==> src/rtl/ppr_pkg.sv <==
`timescale 1ns/1ps
package ppr_pkg;

    // Window geometry: two 4KB pages, decoded in 256-byte pages
    localparam int WIN_BITS = 13;
    localparam int PAGE_SH  = 8;
    localparam int PAGE_W   = WIN_BITS - PAGE_SH;
    localparam int NUM_TGT  = 5;

    // Target indices
    localparam int T_SNOOP = 0;
    localparam int T_ICPU  = 1;
    localparam int T_GTMR  = 2;
    localparam int T_PTMR  = 3;
    localparam int T_DIST  = 4;

    // First page and page count per target (256-byte units)
    localparam int TGT_LO   [NUM_TGT] = '{0, 1, 2, 6, 16};
    localparam int TGT_SPAN [NUM_TGT] = '{1, 1, 1, 1, 16};

    // Allowed sizes per target, bit i = size code i
    localparam logic [3:0] TGT_SIZES [NUM_TGT] =
        '{4'b0101, 4'b0101, 4'b0100, 4'b0100, 4'b0101};

    typedef enum logic [1:0] {
        SZ_BYTE  = 2'd0,
        SZ_HALF  = 2'd1,
        SZ_WORD  = 2'd2,
        SZ_DWORD = 2'd3
    } size_e;

    typedef enum logic [0:0] {
        ST_IDLE = 1'b0,
        ST_RESP = 1'b1
    } state_e;

endpackage

==> src/rtl/ppr_region_match.sv <==
`timescale 1ns/1ps
module ppr_region_match
    import ppr_pkg::*;
#(
    parameter int ADDR_W = 32,
    localparam int BASE_W = ADDR_W - WIN_BITS,
    localparam int HI_W   = ADDR_W - PAGE_SH
) (
    input  logic [HI_W-1:0]    addr_hi,
    input  logic [BASE_W-1:0]  base,
    output logic               in_win,
    output logic [NUM_TGT-1:0] tgt_hit,
    output logic               hole
);

    logic [PAGE_W:0] page;

    assign in_win = (addr_hi[HI_W-1:PAGE_W] == base);
    assign page   = {1'b0, addr_hi[PAGE_W-1:0]};

    // One range compare per target; wrap-around subtraction keeps it a single compare
    for (genvar t = 0; t < NUM_TGT; t++) begin : g_rng
        localparam logic [PAGE_W:0] LO_T   = (PAGE_W+1)'(TGT_LO[t]);
        localparam logic [PAGE_W:0] SPAN_T = (PAGE_W+1)'(TGT_SPAN[t]);
        logic [PAGE_W:0] rel;
        assign rel        = page - LO_T;
        assign tgt_hit[t] = (rel < SPAN_T);
    end

    assign hole = ~|tgt_hit;

endmodule

==> src/rtl/ppr_access_check.sv <==
`timescale 1ns/1ps
module ppr_access_check
    import ppr_pkg::*;
#(
    parameter int SRC_W  = 3,
    parameter int STRB_W = 4,
    parameter logic [SRC_W-1:0] COH_SRC = SRC_W'(7),
    localparam int LANE_W = $clog2(STRB_W)
) (
    input  logic [NUM_TGT-1:0] tgt_hit,
    input  logic               hole,
    input  size_e              size,
    input  logic [STRB_W-1:0]  strb,
    input  logic [LANE_W-1:0]  lane,
    input  logic               multi,
    input  logic [SRC_W-1:0]   src,
    output logic               err,
    output logic [STRB_W-1:0]  fwd_strb
);

    logic [NUM_TGT-1:0] size_ok;
    logic               from_coh;
    logic               partial;

    for (genvar t = 0; t < NUM_TGT; t++) begin : g_sz
        assign size_ok[t] = tgt_hit[t] & TGT_SIZES[t][size];
    end

    assign from_coh = (src == COH_SRC);
    assign partial  = (size == SZ_WORD) && (strb != {STRB_W{1'b1}});

    always_comb begin
        err = 1'b0;
        if (from_coh)      err = 1'b1;
        else if (multi)    err = 1'b1;
        else if (hole)     err = 1'b1;
        else if (~|size_ok) err = 1'b1;
        else if (partial)  err = 1'b1;
    end

    // Little-endian lanes: byte lane n carries offset n
    always_comb begin
        if (size == SZ_BYTE) fwd_strb = STRB_W'(1) << lane;
        else                 fwd_strb = {STRB_W{1'b1}};
    end

endmodule

==> src/rtl/ppr_resp_fsm.sv <==
`timescale 1ns/1ps
module ppr_resp_fsm
    import ppr_pkg::*;
#(
    parameter int DATA_W = 32
) (
    input  logic              clk,
    input  logic              rst_n,
    input  logic              req_valid,
    input  logic              in_win,
    input  logic              err,
    input  logic              is_write,
    input  logic [DATA_W-1:0] tgt_rdata,
    input  logic              resp_ready,
    output logic              req_ready,
    output logic              accept,
    output logic              resp_valid,
    output logic              resp_err,
    output logic [DATA_W-1:0] resp_rdata
);

    state_e state_q, state_d;

    // State register
    always_ff @(posedge clk) begin
        if (!rst_n) state_q <= ST_IDLE;
        else        state_q <= state_d;
    end

    // Next state: T_ACCEPT and T_RETIRE
    always_comb begin
        state_d = state_q;
        unique case (state_q)
            ST_IDLE: if (accept)     state_d = ST_RESP;
            ST_RESP: if (resp_ready) state_d = ST_IDLE;
            default: state_d = ST_IDLE;
        endcase
    end

    // Outputs
    always_comb begin
        req_ready  = 1'b0;
        resp_valid = 1'b0;
        unique case (state_q)
            ST_IDLE: req_ready  = in_win;
            ST_RESP: resp_valid = 1'b1;
            default: ;
        endcase
    end

    assign accept = req_valid & req_ready;

    // Response capture at the request handshake
    always_ff @(posedge clk) begin
        if (!rst_n) begin
            resp_err   <= 1'b0;
            resp_rdata <= '0;
        end else if (accept) begin
            resp_err   <= err;
            resp_rdata <= (!err && !is_write) ? tgt_rdata : '0;
        end
    end

endmodule

==> src/rtl/ppr_decoder.sv <==
`timescale 1ns/1ps
module ppr_decoder
    import ppr_pkg::*;
#(
    parameter int ADDR_W = 32,
    parameter int DATA_W = 32,
    parameter int SRC_W  = 3,
    parameter logic [SRC_W-1:0] COH_SRC = SRC_W'(7),
    localparam int BASE_W = ADDR_W - WIN_BITS,
    localparam int STRB_W = DATA_W / 8,
    localparam int LANE_W = $clog2(STRB_W),
    localparam int WORD_W = WIN_BITS - LANE_W
) (
    input  logic                      clk,
    input  logic                      rst_n,
    input  logic [BASE_W-1:0]         cfg_base,
    input  logic                      req_valid,
    output logic                      req_ready,
    input  logic [ADDR_W-1:0]         req_addr,
    input  logic [1:0]                req_size,
    input  logic [STRB_W-1:0]         req_strb,
    input  logic                      req_multi,
    input  logic                      req_write,
    input  logic [SRC_W-1:0]          req_src,
    input  logic [DATA_W-1:0]         req_wdata,
    output logic                      req_miss,
    output logic                      resp_valid,
    input  logic                      resp_ready,
    output logic                      resp_err,
    output logic [DATA_W-1:0]         resp_rdata,
    output logic [NUM_TGT-1:0]        pp_sel,
    output logic                      pp_write,
    output logic [WORD_W-1:0]         pp_word,
    output logic [STRB_W-1:0]         pp_strb,
    output logic [DATA_W-1:0]         pp_wdata,
    input  logic [NUM_TGT*DATA_W-1:0] pp_rdata
);

    logic               in_win;
    logic [NUM_TGT-1:0] tgt_hit;
    logic               hole;
    logic               err;
    logic               accept;
    logic [DATA_W-1:0]  tgt_rdata;

    ppr_region_match #(.ADDR_W(ADDR_W)) u_match (
        .addr_hi (req_addr[ADDR_W-1:PAGE_SH]),
        .base    (cfg_base),
        .in_win  (in_win),
        .tgt_hit (tgt_hit),
        .hole    (hole)
    );

    ppr_access_check #(
        .SRC_W   (SRC_W),
        .STRB_W  (STRB_W),
        .COH_SRC (COH_SRC)
    ) u_check (
        .tgt_hit  (tgt_hit),
        .hole     (hole),
        .size     (size_e'(req_size)),
        .strb     (req_strb),
        .lane     (req_addr[LANE_W-1:0]),
        .multi    (req_multi),
        .src      (req_src),
        .err      (err),
        .fwd_strb (pp_strb)
    );

    // AND-OR read mux over the one-hot target hit
    always_comb begin
        tgt_rdata = '0;
        for (int t = 0; t < NUM_TGT; t++) begin
            if (tgt_hit[t]) tgt_rdata = tgt_rdata | pp_rdata[t*DATA_W +: DATA_W];
        end
    end

    ppr_resp_fsm #(.DATA_W(DATA_W)) u_fsm (
        .clk        (clk),
        .rst_n      (rst_n),
        .req_valid  (req_valid),
        .in_win     (in_win),
        .err        (err),
        .is_write   (req_write),
        .tgt_rdata  (tgt_rdata),
        .resp_ready (resp_ready),
        .req_ready  (req_ready),
        .accept     (accept),
        .resp_valid (resp_valid),
        .resp_err   (resp_err),
        .resp_rdata (resp_rdata)
    );

    assign req_miss = req_valid & ~in_win;
    assign pp_sel   = (accept && !err) ? tgt_hit : '0;
    assign pp_write = req_write;
    assign pp_word  = req_addr[WIN_BITS-1:LANE_W];
    assign pp_wdata = req_wdata;

endmodule

==> config.mk <==
export PLATFORM = sky130hd
export DESIGN_NAME = ppr_decoder
export DESIGN_NICKNAME = d
export VERILOG_FILES = /design/src/rtl/ppr_pkg.sv /design/src/rtl/ppr_region_match.sv /design/src/rtl/ppr_access_check.sv /design/src/rtl/ppr_resp_fsm.sv /design/src/rtl/ppr_decoder.sv
export SDC_FILE = /design/constraint.sdc
export NUM_CORES = 1
export LEC_CHECK = 0
export BUFFER_PORTS_ARGS = -buffer_cell sky130_fd_sc_hd__buf_2
export CORE_AREA = 2 2 134 136
export CTS_CLUSTER_DIAMETER = 50
export DETAILED_ROUTE_END_ITERATION = 10
export DIE_AREA = 0 0 136 138
export GPL_TIMING_DRIVEN = 1
export SYNTH_ARGS = -nofsm -noshare
export SYNTH_HDL_FRONTEND = slang
export SYNTH_SLANG_ARGS = --single-unit
==> constraint.sdc <==
create_clock -name clk -period 4.7 [get_ports clk]
set_input_delay 0.47 -clock clk [delete_from_list [all_inputs] [get_ports clk]]
set_output_delay 0.47 -clock clk [all_outputs]
set_load 0.02 [all_outputs]
## Word-level counts from Yosys, hierarchy flattened

Index checks and enable logic that the tools add are counted.

| word-level totals | value |
|---|---|
| register bits | 34 |
| bits of input ports | 258 |

| operators by class | value |
|---|---|
| $add $sub $neg | 4 |
| order comparisons | 6 |
| equal/unequal tests | 4 |
| shifts and indexed selects | 1 |
| multiplexer cells | 22 |
| bitwise operators | 13 |
| reduce and logical (&&, ||, !) cells | 8 |

Operators by type and width:

| kind | number |
|---|---|
| $mux 32 | 6 |
| $or 32x32->32 | 4 |
| $eq 19x19->1 | 1 |
| $lt 6x1->1 const B | 3 |
| $mux 1 | 11 |
| $reduce_or 5->1 | 2 |
| $and 1x1->1 | 7 |
| $lt 6x5->1 const B | 1 |
| $sub 5x1->6 const B | 1 |
| $sub 5x2->6 const B | 1 |
| $sub 5x3->6 const B | 1 |
| $sub 5x5->6 const B | 1 |
| $lt 5x1->1 const B | 1 |
| $mux 5 | 1 |
| $bmux 1 s2 | 2 |
| $mux 4 | 1 |
| $ne 4x4->1 const B | 1 |
| $shl 1x2->4 const A | 1 |
| $eq 3x3->1 const B | 1 |
| $logic_and 1x1->1 | 3 |
| $lt 2x3->1 const B | 1 |
| $eq 2x2->1 const B | 1 |
| $logic_not 1->1 | 2 |
| $logic_not 2->1 | 1 |
| 2 further kinds | 3 |

## Logic depth before layout (Yosys ltp)

| depth | value |
|---|---|
| depth in word-level cells | 11 |
| gate-level depth with buffers | 9 |
| mapped depth without buffers | 7 |

## Cells and area by module

A second synthesis with hierarchy kept.

| second synthesis, totals | value |
|---|---|
| cells, all modules | 388 |
| area, all modules | 3,377.0 µm² |

By module, submodules not included:

| module | instances | cells each | area an instance (µm²) | sequential area each (µm²) |
|---|---|---|---|---|
| ppr_resp_fsm | 1 | 155 | 1,677.9 | 680.7 |
| ppr_decoder | 1 | 167 | 1,201.2 | 0.0 |
| ppr_region_match | 1 | 51 | 421.7 | 0.0 |
| ppr_access_check | 1 | 15 | 76.3 | 0.0 |

## Least setup slack after synthesis

Ideal clock, no wire load.

| path | value |
|---|---|
| path kind | input to output |
| start | input port req_addr[9] |
| end | output port pp_sel[1] |
| arrival time | 2.248 ns |
| data required time | 4.230 ns |
| path slack | 1.982 ns |
| stages on the path | 7 |
| buffers on the path | 0 |
| path through | inv_1 > ha_1 > nor3b_2 > nand2_1 > a31oi_1 > nor2_1 > nor4_1 |

| on the way | value |
|---|---|
| longest elaborated chain between the ends | 11 |
| elaborated cells on any way between the ends | 23 |

Ends and longest elaborated chain:

| what | RTL line | RTL |
|---|---|---|
| start, declared | ppr_decoder.sv:19 | `input logic [ADDR_W-1:0] req_addr,` |
| $sub 5x1->6 (tied with other cells) | ppr_region_match.sv:26 | `assign rel = page - LO_T;` |
| $lt 6x1->1 / $lt 6x5->1 (equally long branches) | ppr_region_match.sv:27 | `assign tgt_hit[t] = (rel < SPAN_T);` |
| $and 1x1->1 | ppr_access_check.sv:26 | `assign size_ok[t] = tgt_hit[t] & TGT_SIZES[t][size];` |
| $reduce_or 5->1 | ppr_access_check.sv:37 | `else if (~\|size_ok) err = 1'b1;` |
| $mux 1 | ppr_access_check.sv:37 |  |
| $mux 1 | ppr_access_check.sv:36 | `else if (hole) err = 1'b1;` |
| $mux 1 | ppr_access_check.sv:35 | `else if (multi) err = 1'b1;` |
| $mux 1 | ppr_access_check.sv:34 | `if (from_coh) err = 1'b1;` |
| $logic_not 1->1 | ppr_decoder.sv:95 | `assign pp_sel = (accept && !err) ? tgt_hit : '0;` |
| $logic_and 1x1->1 | ppr_decoder.sv:95 |  |
| $mux 5 * | ppr_decoder.sv:95 |  |
| end, declared | ppr_decoder.sv:31 | `output logic [NUM_TGT-1:0] pp_sel,` |

Every way passes the cells marked *; elsewhere a longest branch is shown, timed or not.

## Worst setup path after layout

| path | value |
|---|---|
| start | input port req_addr[12] |
| end | output port pp_sel[3] |

The elaborated chain is that of the path after synthesis.

==> impl_metrics.py <==
metrics = {
    "status": {
        "status": "complete, no violations",
    },
    "setup_path": {
        "worst-path-max-fanout": 40,
        "r2r_start": "u_fsm.state_q$_SDFF_PN0_",
        "worstSetupPathType": "in2out",
        "cpMostUsedCell": "buf_2",
        "critPathCaptureType": "output port",
        "cp_slowest_cell": "and2_2",
        "worstPathCellList": "buf_2 > xor2_2 > a21o_1 > and2_2 > nor3b_1 > buf_2",
        "critPathRequiredTime_ps": 4230,
        "regToRegSetupSlack_ps": 2760,
        "rr_endpoint": "u_fsm.resp_rdata[10]$_SDFFE_PN0P_",
        "arrival_ps": 2810,
        "start_kind": "primary input",
        "critPathMaxStageDelay_ps": 840,
        "r2r_cells": 4,
    },
    "yosys": {
        "synth_top_area_share_pct": 19.2,
        "avgSynthCellArea_um2": 9.58,
        "ys.flop_type": "dfxtp_1",
        "yosysMostFrequentCell": "buf_4",
        "synth_top_area_cell": "dfxtp_1",
        "syn-num-nets": 631,
        "synth-edff-count": 0,
        "yosys-top-cells-area": "dfxtp_1 19%, a221oi_2 12%, o32ai_2 11%, buf_4 9.7%, a221o_1 8.8%",
        "ys_types": 52,
        "async_flop_share_pct": 0,
        "ys_warn_count": 0,
        "syn-instance-count": 370,
        "syn_area_um2": 3540,
        "synth_seq_cells": 34,
        "ys_seq_area_share_pct": 19.2,
        "synth_common_cells": "46 x buf_4, 36 x nand2_1, 34 x dfxtp_1, 32 x and3_1, 31 x a221o_1",
    },
    "power_and_ir_drop": {
        "switchingPower_mw": 0.244,
        "peakVddDrop_uv": 127,
        "powerDensity_nw_per_um2": 178,
        "p_int_mw": 0.617,
        "p_comb_share_pct": 28.1,
        "sequentialPowerShare_pct": 33.5,
        "p_clk_share_pct": 38.4,
        "switching_share_pct": 28.3,
        "cellLeakagePower_nw": 2.30,
    },
    "cts": {
        "clock_path_buffers": 2,
        "htree_levels": 2,
        "cts_made_buffers": 5,
        "cts-root-buf": "clkbuf_16",
        "cts_tree": "done",
        "clock_latency_ps": 270,
        "ctsResizeCount": 0,
        "cts_setup_buffers": 0,
        "numClockSinks": 34,
        "path_clk_slew_ps": 60,
        "postCtsHoldBufs": 0,
    },
    "min_path": {
        "hold_end": "u_fsm.state_q$_SDFF_PN0_",
        "hold_path_depth": 3,
        "hp-class": "in2reg",
        "min-delay-start": "resp_ready",
    },
    "floorplanning": {
        "initial_core_util_pct": 20.2,
        "die_area_um2": 18800,
        "die_h_um": 138,
        "die_w_um": 136,
        "ios": 347,
        "core.rowCount": 49,
        "core-area_um2": 17500,
    },
    "grt": {
        "antenna_found_initial": 0,
        "grt_max_degree": 41,
        "grt_overflow": 0,
        "grt_pass1_vias": 3620,
        "grt_pass1_wl_mm": 20.1,
        "grtUsageTotal_pct": 13.7,
    },
    "place": {
        "io_buffer_count": 270,
        "gp_congestion": 0.789,
        "placedCellCount": 795,
        "dp_hpwl_mm": 10.9,
    },
    "sta": {
        "tightestPinTransition_ps": 1160,
        "fin_crit_ps": 3280,
        "fin_setup_tns_ps": 0,
        "hold_viol": 0,
        "final_max_slew_viol_count": 0,
        "rsz0062_at_grt": "no",
        "slew_headroom_pct": 22.2,
        "fmaxAchievable_mhz": 304,
        "skew_ps": 6.66,
        "setup_viol": 0,
        "finalCritPeriodShare_pct": 69.9,
    },
    "layout": {
        "fill_cells": 1917,
        "multiInputGateArea_um2": 2290,
        "diodes": 0,
        "drive_gt1_share_pct": 61.8,
        "layout.area.seq_um2": 681,
        "finalNetCount": 834,
        "final_core_util_pct": 27.5,
        "syn_to_final_growth_pct": 36.2,
        "instances_no_fill": 803,
    },
    "flow_run": {
        "maxCapViolCount": 0,
    },
    "detailed_routing": {
        "dr.first_iter.drc_count": 157,
        "drt_wl_total_mm": 13.8,
        "drt_pre_antenna_iters": 4,
        "wl_per_cell_um": 17.2,
        "drc": 0,
        "ant_nets": 0,
        "viasPerCell": 4.73,
        "num_vias": 3795,
    },
}
registers in the layout (all words and copies together) (netlist names):
name              flops
u_fsm.resp_err        1
u_fsm.resp_rdata     32
u_fsm.state_q         1
power groups by stage:
stage                     clock network [mW]  logic (mW)  registers (mW)
after floorplan                            0       0.164           0.295
after global placement                     0       0.243           0.295
after detailed placement                   0       0.245           0.295
after CTS                              0.346       0.246           0.288
after global routing                   0.356       0.264           0.288
final                                  0.331       0.242           0.288
cell families (layout without fill, tap and decap cells):
family	count (synthesis)	count (layout)	synth area share, %
AOI/OAI and AO/OA	113	113	39.1
and+or+nand+nor	111	111	18.2
adders and majority gates	3	3	1.06
xor gates and xnor gates	22	22	5.65
buffers and inverters	87	291	16.8
DFF	34	34	19.2
layout make-up:
class                           count  share of cell area [%]
Multi-Input combinational cell    249                    47.5
Timing Repair Buffer              275                    28.8
Tap cell                          229                    5.94
Inverter                            8                   0.622
Clock buffer                        7                    2.96
Sequential cell                    34                    14.1
Clock inverter                      1                   0.104
placed cells by master (no fill, tap or decap), drive strengths merged, types with 2 or more instances in the layout:
cell / synthesis / layout
a21oi: 2 / 2
nor2: 7 / 7
and2: 3 / 3
nor3: 4 / 4
nand2: 36 / 36
o21ai: 6 / 6
a221o: 31 / 31
dfxtp: 34 / 34
a31oi: 2 / 2
and4: 3 / 3
a221oi: 31 / 31
nand2b: 2 / 2
o211ai: 2 / 2
nand4: 2 / 2
buf: 64 / 275
xnor2: 2 / 2
clkbuf: 15 / 7
ha: 3 / 3
xor2: 20 / 20
o32ai: 31 / 31
nor3b: 4 / 4
nor2b: 2 / 2
nor4: 6 / 6
and3: 34 / 34
inv: 8 / 8
nand3: 5 / 5
through the flow:
step / hold WS [ps] / power [mW] / instance area, um^2 / setup WS [ps]
floorplan: 545 / 0.459 / 3540 / 1980
global placement: 460 / 0.538 / 4680 / 1310
detailed placement: 464 / 0.540 / 4680 / 1340
CTS: 447 / 0.880 / 4830 / 1330
global route: 459 / 0.908 / 4830 / 1200
finish: 459 / 0.861 / 4830 / 1420
worst max-delay path, delay by kind of cell:
kind / cells / cell delay (ps)
AOI/OAI and AO/OA: 1 / 140
and+or+nand+nor: 2 / 1100
xor gates and xnor gates: 1 / 220
buffers and inverters: 2 / 860
layer usage:
metal | vias up | routed length [um] | GRT usage (%)
met4 | 0 | 93 | 2.63
met1 | 1777 | 6040 | 18.1
met2 | 179 | 6740 | 23.7
met5 | - | 0 | 0
met3 | 8 | 915 | 2.20
li1 | 1831 | - | -
worst max path at each step:
stage	startpoint	endpoint	slack, ps	depth (start not counted)
2_1_floorplan	req_addr[9]	pp_sel[1]	1980	7
3_3_place_gp	req_addr[12]	pp_sel[3]	1310	6
3_5_place_dp	req_addr[12]	pp_sel[3]	1340	6
4_1_cts	req_addr[12]	pp_sel[3]	1330	6
5_1_grt	req_addr[12]	pp_sel[3]	1200	6
6_report	req_addr[12]	pp_sel[3]	1420	6
Note: power is estimated with default switching activity, not from simulation.
